[src/rtl/rxq_pkg.sv]
package rxq_pkg;

    typedef enum logic [1:0] {
        T_IDLE  = 2'd0,
        T_COUNT = 2'd1,
        T_FIRED = 2'd2
    } tmr_state_t;

    // Threshold decode for the ready flag, scaled from the queue depth.
    function automatic int unsigned thr_of(input logic [1:0] sel, input int unsigned depth);
        unique case (sel)
            2'b00:   return 1;
            2'b01:   return depth / 4;
            2'b10:   return depth / 2;
            default: return depth - 2;
        endcase
    endfunction

endpackage

[src/rtl/rxq_store.sv]
module rxq_store #(
    parameter int DEPTH = 16,
    parameter int DW    = 8,
    parameter int EW    = 3,
    localparam int AW   = $clog2(DEPTH),
    localparam int LW   = $clog2(DEPTH + 1)
) (
    input  logic          clk,
    input  logic          rst_n,
    input  logic          buf_en,
    input  logic          flush_req,
    input  logic          wr_req,
    input  logic [DW-1:0] wr_data,
    input  logic [EW-1:0] wr_err,
    input  logic          rd_req,
    output logic [DW-1:0] head_data,
    output logic [EW-1:0] head_err,
    output logic [LW-1:0] level,
    output logic          popped,
    output logic          flushing,
    output logic          overrun
);

    logic [DW+EW-1:0] mem [DEPTH];
    logic [AW-1:0]    wr_ptr, rd_ptr;
    logic             en_q;
    logic [LW-1:0]    cap;
    logic             wr_ok;

    assign flushing = flush_req || (buf_en != en_q);
    assign cap      = buf_en ? LW'(DEPTH) : LW'(1);
    assign wr_ok    = wr_req && !flushing && (level < cap);
    assign popped   = rd_req && !flushing && (level != '0);

    always_ff @(posedge clk or negedge rst_n) begin
        if (!rst_n) begin
            wr_ptr  <= '0;
            rd_ptr  <= '0;
            level   <= '0;
            en_q    <= 1'b0;
            overrun <= 1'b0;
        end else begin
            en_q <= buf_en;
            if (flushing) begin
                wr_ptr  <= '0;
                rd_ptr  <= '0;
                level   <= '0;
                overrun <= 1'b0;
            end else begin
                if (wr_req && (level >= cap))
                    overrun <= 1'b1;
                if (wr_ok)
                    wr_ptr <= wr_ptr + 1'b1;
                if (popped)
                    rd_ptr <= rd_ptr + 1'b1;
                unique case ({wr_ok, popped})
                    2'b10:   level <= level + 1'b1;
                    2'b01:   level <= level - 1'b1;
                    default: level <= level;
                endcase
            end
        end
    end

    always_ff @(posedge clk) begin
        if (wr_ok)
            mem[wr_ptr] <= {wr_err, wr_data};
    end

    always_comb begin
        if (level != '0) begin
            {head_err, head_data} = mem[rd_ptr];
        end else begin
            head_err  = '0;
            head_data = '0;
        end
    end

endmodule

[src/rtl/rxq_trigger.sv]
module rxq_trigger #(
    parameter int DEPTH = 16,
    localparam int LW   = $clog2(DEPTH + 1)
) (
    input  logic          buf_en,
    input  logic [1:0]    sel,
    input  logic [LW-1:0] level,
    output logic          ready
);
    import rxq_pkg::*;

    logic [LW-1:0] thr;

    always_comb begin
        if (buf_en)
            thr = LW'(thr_of(sel, DEPTH));
        else
            thr = LW'(1);
        ready = (level >= thr);
    end

endmodule

[src/rtl/rxq_idle_timer.sv]
module rxq_idle_timer #(
    parameter int TO_CHARS = 4,
    localparam int CW      = $clog2(TO_CHARS + 1)
) (
    input  logic clk,
    input  logic rst_n,
    input  logic active,
    input  logic restart,
    input  logic popped,
    input  logic tick,
    output logic timeout
);
    import rxq_pkg::*;

    tmr_state_t    state, state_nx;
    logic [CW-1:0] cnt, cnt_nx;

    always_ff @(posedge clk or negedge rst_n) begin
        if (!rst_n) begin
            state <= T_IDLE;
            cnt   <= '0;
        end else begin
            state <= state_nx;
            cnt   <= cnt_nx;
        end
    end

    always_comb begin
        state_nx = state;
        cnt_nx   = cnt;
        unique case (state)
            T_IDLE: begin
                cnt_nx = '0;
                if (active)
                    state_nx = T_COUNT;
            end
            T_COUNT: begin
                if (!active) begin
                    state_nx = T_IDLE;
                    cnt_nx   = '0;
                end else if (restart) begin
                    cnt_nx = '0;
                end else if (tick) begin
                    if (cnt == CW'(TO_CHARS - 1)) begin
                        state_nx = T_FIRED;
                        cnt_nx   = '0;
                    end else begin
                        cnt_nx = cnt + 1'b1;
                    end
                end
            end
            T_FIRED: begin
                cnt_nx = '0;
                if (!active)
                    state_nx = T_IDLE;
                else if (popped)
                    state_nx = T_COUNT;
            end
            default: begin
                state_nx = T_IDLE;
                cnt_nx   = '0;
            end
        endcase
    end

    always_comb begin
        timeout = (state == T_FIRED);
    end

endmodule

[src/rtl/rxq_buffer.sv]
module rxq_buffer #(
    parameter int DEPTH    = 16,
    parameter int DW       = 8,
    parameter int EW       = 3,
    parameter int TO_CHARS = 4,
    localparam int LW      = $clog2(DEPTH + 1)
) (
    input  logic          clk,
    input  logic          rst_n,
    input  logic [7:0]    ctl,
    input  logic          rx_valid,
    input  logic [DW-1:0] rx_data,
    input  logic [EW-1:0] rx_err,
    input  logic          rd_en,
    input  logic          char_tick,
    output logic [DW-1:0] rd_data,
    output logic [EW-1:0] rd_err,
    output logic [LW-1:0] level,
    output logic          ready,
    output logic          timeout,
    output logic          overrun
);

    logic buf_en, popped, flushing, tmr_active, tmr_restart;

    assign buf_en = ctl[0];

    rxq_store #(.DEPTH(DEPTH), .DW(DW), .EW(EW)) u_store (
        .clk       (clk),
        .rst_n     (rst_n),
        .buf_en    (buf_en),
        .flush_req (ctl[1]),
        .wr_req    (rx_valid),
        .wr_data   (rx_data),
        .wr_err    (rx_err),
        .rd_req    (rd_en),
        .head_data (rd_data),
        .head_err  (rd_err),
        .level     (level),
        .popped    (popped),
        .flushing  (flushing),
        .overrun   (overrun)
    );

    rxq_trigger #(.DEPTH(DEPTH)) u_trig (
        .buf_en (buf_en),
        .sel    (ctl[7:6]),
        .level  (level),
        .ready  (ready)
    );

    assign tmr_active  = buf_en && !flushing && (level != '0);
    assign tmr_restart = rx_valid || popped;

    rxq_idle_timer #(.TO_CHARS(TO_CHARS)) u_tmr (
        .clk     (clk),
        .rst_n   (rst_n),
        .active  (tmr_active),
        .restart (tmr_restart),
        .popped  (popped),
        .tick    (char_tick),
        .timeout (timeout)
    );

endmodule

[config.mk]
export PLATFORM = sky130hd
export DESIGN_NAME = rxq_buffer
export DESIGN_NICKNAME = d
export VERILOG_FILES = /design/src/rtl/rxq_pkg.sv /design/src/rtl/rxq_store.sv /design/src/rtl/rxq_trigger.sv /design/src/rtl/rxq_idle_timer.sv /design/src/rtl/rxq_buffer.sv
export SDC_FILE = /design/constraint.sdc
export NUM_CORES = 1
export LEC_CHECK = 0
export ABC_AREA = 1
export BUFFER_PORTS_ARGS = -buffer_cell sky130_fd_sc_hd__buf_2
export CAP_MARGIN = 20
export CORE_MARGIN = 2
export CORE_UTILIZATION = 40
export CTS_CLUSTER_DIAMETER = 100
export DETAILED_ROUTE_END_ITERATION = 10
export GPL_TIMING_DRIVEN = 0
export PLACE_DENSITY = 0.55
export SYNTH_ARGS = -nofsm -noshare
export SYNTH_HDL_FRONTEND = slang
export SYNTH_SLANG_ARGS = --single-unit
[constraint.sdc]
create_clock -name clk -period 2.2 [get_ports clk]
set_input_delay 0.11 -clock clk [delete_from_list [all_inputs] [get_ports clk]]
set_output_delay 0.11 -clock clk [all_outputs]
set_load 0.01 [all_outputs]
==> impl_metrics.toml, run 1 <==
[outcome]
status = "finished, violations left"
violations = "setup timing"

[cells_and_area]
fillers = 1762
final_core_util = 0.5184
antenna_cells = 0
fin_nets = 804
syn_to_final_growth_pct = 26.52
layout-drive-gt1-share = 0.3154
multi_input_area_um2 = 2755
seqCellArea_um2 = 5794

[sta]
tightest_slew_ps = 567.9
maxSlewHeadroom = 0.6214
final-max-slew-violation-count = 0
fin_skew_ps = 6.286
setup_ws_ps = -134.0
setup_viol_count_final = 11
hold_violations = 0
tns_ps = -782.7
fmax_ghz = 0.4284
rsz0062_at_grt = "yes"
fin_crit_sh = 1.061
finalCriticalPeriod_ps = 2334

[yosys]
ys_ff_latch = 196
yosysWarnings = 0
synth_edf_count = 176
ys.flop_type = "edfxtp_1"
ys_async_sr_fraction = 0.1020
postSynthCellCount = 671
synth.distinct_cells = 39
synth.net_count = 708
ys_seq_area_frac = 0.6957
avgSynthCellArea_um2 = 12.39
synth_area_um2 = 8317

[min_path]
hold_path.class = "input pin to flop"
worstHoldPathCells = 3

[grt]
grt_busiest_layer = "met2"
antenna_found_initial = 1
globalRouteMet3Util = 0.04264
grt_pass1_wl_um = 31690
grt_use_met2 = 0.3206
grt.met1_usage = 0.2623
grt_max_degree = 21
grt_use_total = 0.1963
grt_pass1_vias = 5429
grt.overflow.total = 0

[clocking]
cts_tree = "done"
cts_buffer_depth = 2
clk_pin_slew_ps = 70
h-tree-depth = 4
clk_latency_ps = 430
cts_inserted_buffers = 17
cts-root-buf = "clkbuf_16"
numClockSinks = 196

[die]
die_w_um = 148.2
dieArea_um2 = 21960
core_region_area_um2 = 20300
start_util = 0.4097
die_h_um = 148.2
ioPinCount = 43
fp-row-count = 52

[routing]
drt_iter0_markers = 431
drtPass1Iterations = 6
avgViaCountPerCell = 5.339
ant_nets = 0
detail_route.wl_per_cell_um = 20.14
drc_errors = 0
finalWirelength_um = 21150
num_vias = 5606

[worst_setup_path]
start_kind = "flop"
critPathMaxFanout = 8
path_class = "flop to output pin"
r2r_cells = 16
critPathArrivalTime_ps = 2220
endpoint_kind = "output pin"
crit_required_ps = 2090

[placed_design]
dpl.hpwl_um = 13670
gp_congestion = 0.9123
io_buffers = 38

[power]
max-vdd-ir-drop_mv = 0.5849
powerDensity_nw_per_um2 = 925.3
p_leak_uw = 0.003785

[job]
maxCapViolCount = 0
-- logic make-up (layout without fill, tap and decap cells) --
logic type	after synthesis	count (layout)	synth area share
adders and majority gates	13	13	0.01956
and+or+nand+nor	228	228	0.1196
buffers and inverters	69	178	0.03250
AOI/OAI and AO/OA	139	139	0.1020
DFF	196	196	0.6957
muxes	22	22	0.02648
xor gates and xnor gates	4	4	0.004212
-- cell usage in the layout, fill, tap and decap left out, types with 8 or more instances in the layout --
master,instances
edfxtp_1,176
nand2_1,112
a21oi_1,46
buf_2,43
nor2_1,33
o21ai_0,31
inv_1,30
nor2_4,22
mux2i_1,20
buf_4,19
clkbuf_16,17
buf_12,15
nand2_2,13
dfrtp_1,13
o22ai_1,12
a211oi_2,12
ha_1,12
nor3_1,11
nand3_1,11
nor2_2,9
buf_6,9
clkbuf_4,8
-- sequential cells by signal, indices dropped and copies added, names as in the netlist --
register and count:
u_tmr.state 2, u_store.wr_ptr 4, u_tmr.cnt 3, u_store.mem 176, u_store.overrun 1, u_store.level 5
u_store.rd_ptr 4, u_store.en_q 1
-- cell usage after synthesis (6+ instances only) --
cell type	count	area, um2
a211oi_1	12	90.09
a21oi_1	51	255.2
a221oi_1	11	96.34
buf_2	6	30.03
clkbuf_1	21	78.83
dfrtp_1	20	500.5
edfxtp_1	176	5285
ha_1	13	162.7
inv_1	34	127.6
mux2i_1	22	220.2
nand2_1	127	476.7
nand3_1	14	70.07
nor2_1	60	225.2
nor3_1	12	60.06
o21ai_0	32	160.2
o221ai_1	11	96.34
o22ai_1	12	75.07
-- where the power goes --
group          internal, uW  leakage (uW)  switching (uW)
sequential             4090       0.00185            38.3
clock                  1470      0.000258            1430
combinational          1060       0.00168            1650
-- area by class of cell --
cell class | count | share of cell area
timing repair buffer | 78 | 0.06623
inverter | 38 | 0.01403
multi-input combinational | 406 | 0.2618
clock buffer | 17 | 0.04043
sequential | 196 | 0.5507
buffer | 30 | 0.02307
clock inverter | 15 | 0.01165
tap | 270 | 0.03210
-- worst paths after layout --
kind	from	endpoint	slack, ps
max in group asynchronous	rst_n	u_store.rd_ptr[1]	1590
min in group asynchronous	rst_n	u_store.level[1]	200
hold / removal	rx_valid	u_store.overrun	20
hold reg to reg	u_tmr.cnt[2]	u_tmr.cnt[2]	520
setup / recovery	u_store.rd_ptr[0]	rd_err[2]	-130
setup reg to reg	u_store.level[0]	u_store.level[2]	80
-- per-stage QoR --
step                      total power [uW]  hold WS (ps)  setup slack, ps  instances  cell area [um2]
after floorplan                       5441        -185.6           -67.24        671             8317
after global placement                6156         107.7           -634.4        979             8845
after detailed placement              6183         120.9           -728.5        980             8856
after CTS                             9573         9.225           -97.22       1042            10290
after global routing                 10100         31.66           -185.4       1050            10520
final                                 9736         20.76           -134.0       1050            10520
-- worst max-delay path, stage by stage, from the launching register on --
cell      delay, ps
dfrtp_1         400
buf_6           140
inv_4            60
buf_8           140
buf_8           150
buf_6           130
nand2_1          50
a21oi_1         140
nor3_1          110
a211oi_2        280
buf_2           190
-- routing by layer --
| layer | up-vias | share of wire | wire length (um) |
|---|---|---|---|
| li1 | 2619 | - | - |
| met1 | 2790 | 0.43 | 9122 |
| met2 | 173 | 0.49 | 10370 |
| met3 | 22 | 0.055 | 1170 |
| met4 | 2 | 0.022 | 468 |
| met5 | - | 0.00076 | 16 |
-- what timing repair did --
item	in CTS	in global routing
endpoints found under the hold margin	24	0
setup endpoints to repair	189	192
setup buffers	27	8
hold buffers	3	0
pin swaps	29	22
gates cloned	1	0
resized for setup	134	51
Power figures use the tool's default switching activity.
==> run 2, diff against run 1 <==
Settings changed: CAP_MARGIN 20 to 15, PLACE_DENSITY 0.55 to 0.53, RECOVER_POWER set to 100.
Clock period 2.2 ns to 2.9 ns, I/O delays scaled along.
==> impl_metrics.toml, run 2 (synthesis results as in run 1) <==
[routing]
drtPass1Iterations = 5
avgViaCountPerCell = 5.309
drt_iter0_markers = 311
ant_nets = 0
detail_route.wl_per_cell_um = 20.02
num_vias = 5378
finalWirelength_um = 20290
drc_errors = 0

[power]
powerDensity_nw_per_um2 = 747.7
p_leak_uw = 0.003402
finalPower_uw = 7092
max-vdd-ir-drop_mv = 0.3901

[sta]
fin_crit_sh = 0.9526
hold_violations = 0
tightest_slew_ps = 1303
final-max-slew-violation-count = 0
rsz0062_at_grt = "no"
tns_ps = 0
finalCriticalPeriod_ps = 2763
maxSlewHeadroom = 0.1312
setup_ws_ps = 137.4
fmax_ghz = 0.3620
fin_skew_ps = 6.563
setup_viol_count_final = 0

[die]
start_util = 0.4097
die_w_um = 148.2
core_region_area_um2 = 20300
dieArea_um2 = 21960
die_h_um = 148.2
fp-row-count = 52
ioPinCount = 43

[clocking]
cts-root-buf = "clkbuf_16"
cts_tree = "done"
cts_buffer_depth = 2
cts_setup_buffers = 0
h-tree-depth = 4
numClockSinks = 196
cts_inserted_buffers = 17
clk_pin_slew_ps = 70
clk_latency_ps = 430

[grt]
grt_max_degree = 21
grt.met1_usage = 0.2697
grt_use_met2 = 0.3086
grt_pass1_wl_um = 31310
grt_busiest_layer = "met2"
antenna_found_initial = 0
grt_use_total = 0.1945
globalRouteMet3Util = 0.03374
grt.overflow.total = 0
grt_pass1_vias = 5332

[placed_design]
place_inst = 979
dpl.hpwl_um = 13820
io_buffers = 38
gp_congestion = 0.9340
pre_cts_ws_ps = -10.49

[cells_and_area]
syn_to_final_growth_pct = 14.05
layout-drive-gt1-share = 0.1198
final_core_util = 0.4673
mostFrequentLayoutCell = "edfxtp_1"
largest_register_ff_count = 176
antenna_cells = 0
regMostFlops = "u_store.mem"
layout_common_cells = "edfxtp_1, nand2_1, a21oi_1, nor2_1, clkbuf_1"
finalNonFillerCells = 1013
reg_top3 = "u_store.mem (176), u_store.level (5)"
fin_nets = 767

[worst_setup_path]
critical_path_buf_inv_count = 4
endpoint_kind = "output pin"
path_common_cell = "buf_2"
worstPathCellList = "clkbuf_1, inv_1, buf_2, a21oi_1, a221oi_1, nor2_1, a211oi_1, buf_2"
rrSetupSlack_ps = 280
cpPeakStageDelay_ps = 430
path_class = "flop to output pin"
crit_family = "buffers and inverters"
crit_required_ps = 2760
start_kind = "flop"
critPathMaxFanout = 10
critPathSlowestCell = "a221oi_1"
critPathArrivalTime_ps = 2620

[min_path]
hold_path.class = "input pin to flop"

[job]
maxCapViolCount = 0

[outcome]
status = "finished clean"
[run 2: final cells by class]
type                    count  area (um2)
multi-input cells         406        2278
fillers                  1855       10810
plain buffers              30       137.6
clock inverters            12       178.9
repair buffers             41       187.7
flip-flops and latches    196        5786
inverters                  38       142.6
well taps                 270       337.8
clock buffers              20       436.7
[run 2: worst register-to-register path, cell delays in order (launching register included)]
cell	delay [ps]
dfrtp_1	430
inv_1	180
ha_1	170
inv_1	40
nor2_1	80
nand2_1	70
nand2_1	60
nand2_1	90
nor2_4	210
nand2_1	280
nor2_2	640
[run 2: timing repair]
action | 4_1_cts | 5_1_grt
setup endpoints to repair | 37 | 124
pin swaps | 0 | 0
gates resized for setup | 9 | 28
endpoints found under the hold margin | 24 | 0
hold buffers | 3 | 0
[run 2: power by group]
part | internal [uW] | total, uW | leakage, uW | switching, uW
sequential | 3100 | 3130 | 0.00186 | 23.3
combinational | 453 | 1520 | 0.00124 | 1070
clock | 1450 | 2450 | 0.000303 | 998
[run 2: worst paths after layout]
check	startpoint	end	depth (start not counted)
max reg2reg	u_store.level[0]	u_store.mem[11][6]	10
min	rx_valid	u_store.overrun	3
min reg2reg	u_tmr.cnt[0]	u_tmr.cnt[0]	1
min in group asynchronous	rst_n	u_tmr.cnt[1]	2
max	u_store.rd_ptr[1]	rd_data[1]	8
max in group asynchronous	rst_n	u_store.rd_ptr[0]	2
[run 2: routing by layer]
| metal | share of wire | routed length (um) |
|---|---|---|
| met3 | 0.049 | 1004 |
| met1 | 0.46 | 9351 |
| met2 | 0.46 | 9420 |
| met5 | 0 | 0 |
| met4 | 0.025 | 510 |
[run 2: stage by stage]
| step | area [um2] | hold slack, ps |
|---|---|---|
| finish | 9485 | 19.29 |
| global route | 9485 | 23.82 |
| CTS | 9508 | 8.190 |
| detailed placement | 8845 | 157.0 |
| global placement | 8845 | 146.6 |
| floorplan | 8317 | -150.6 |
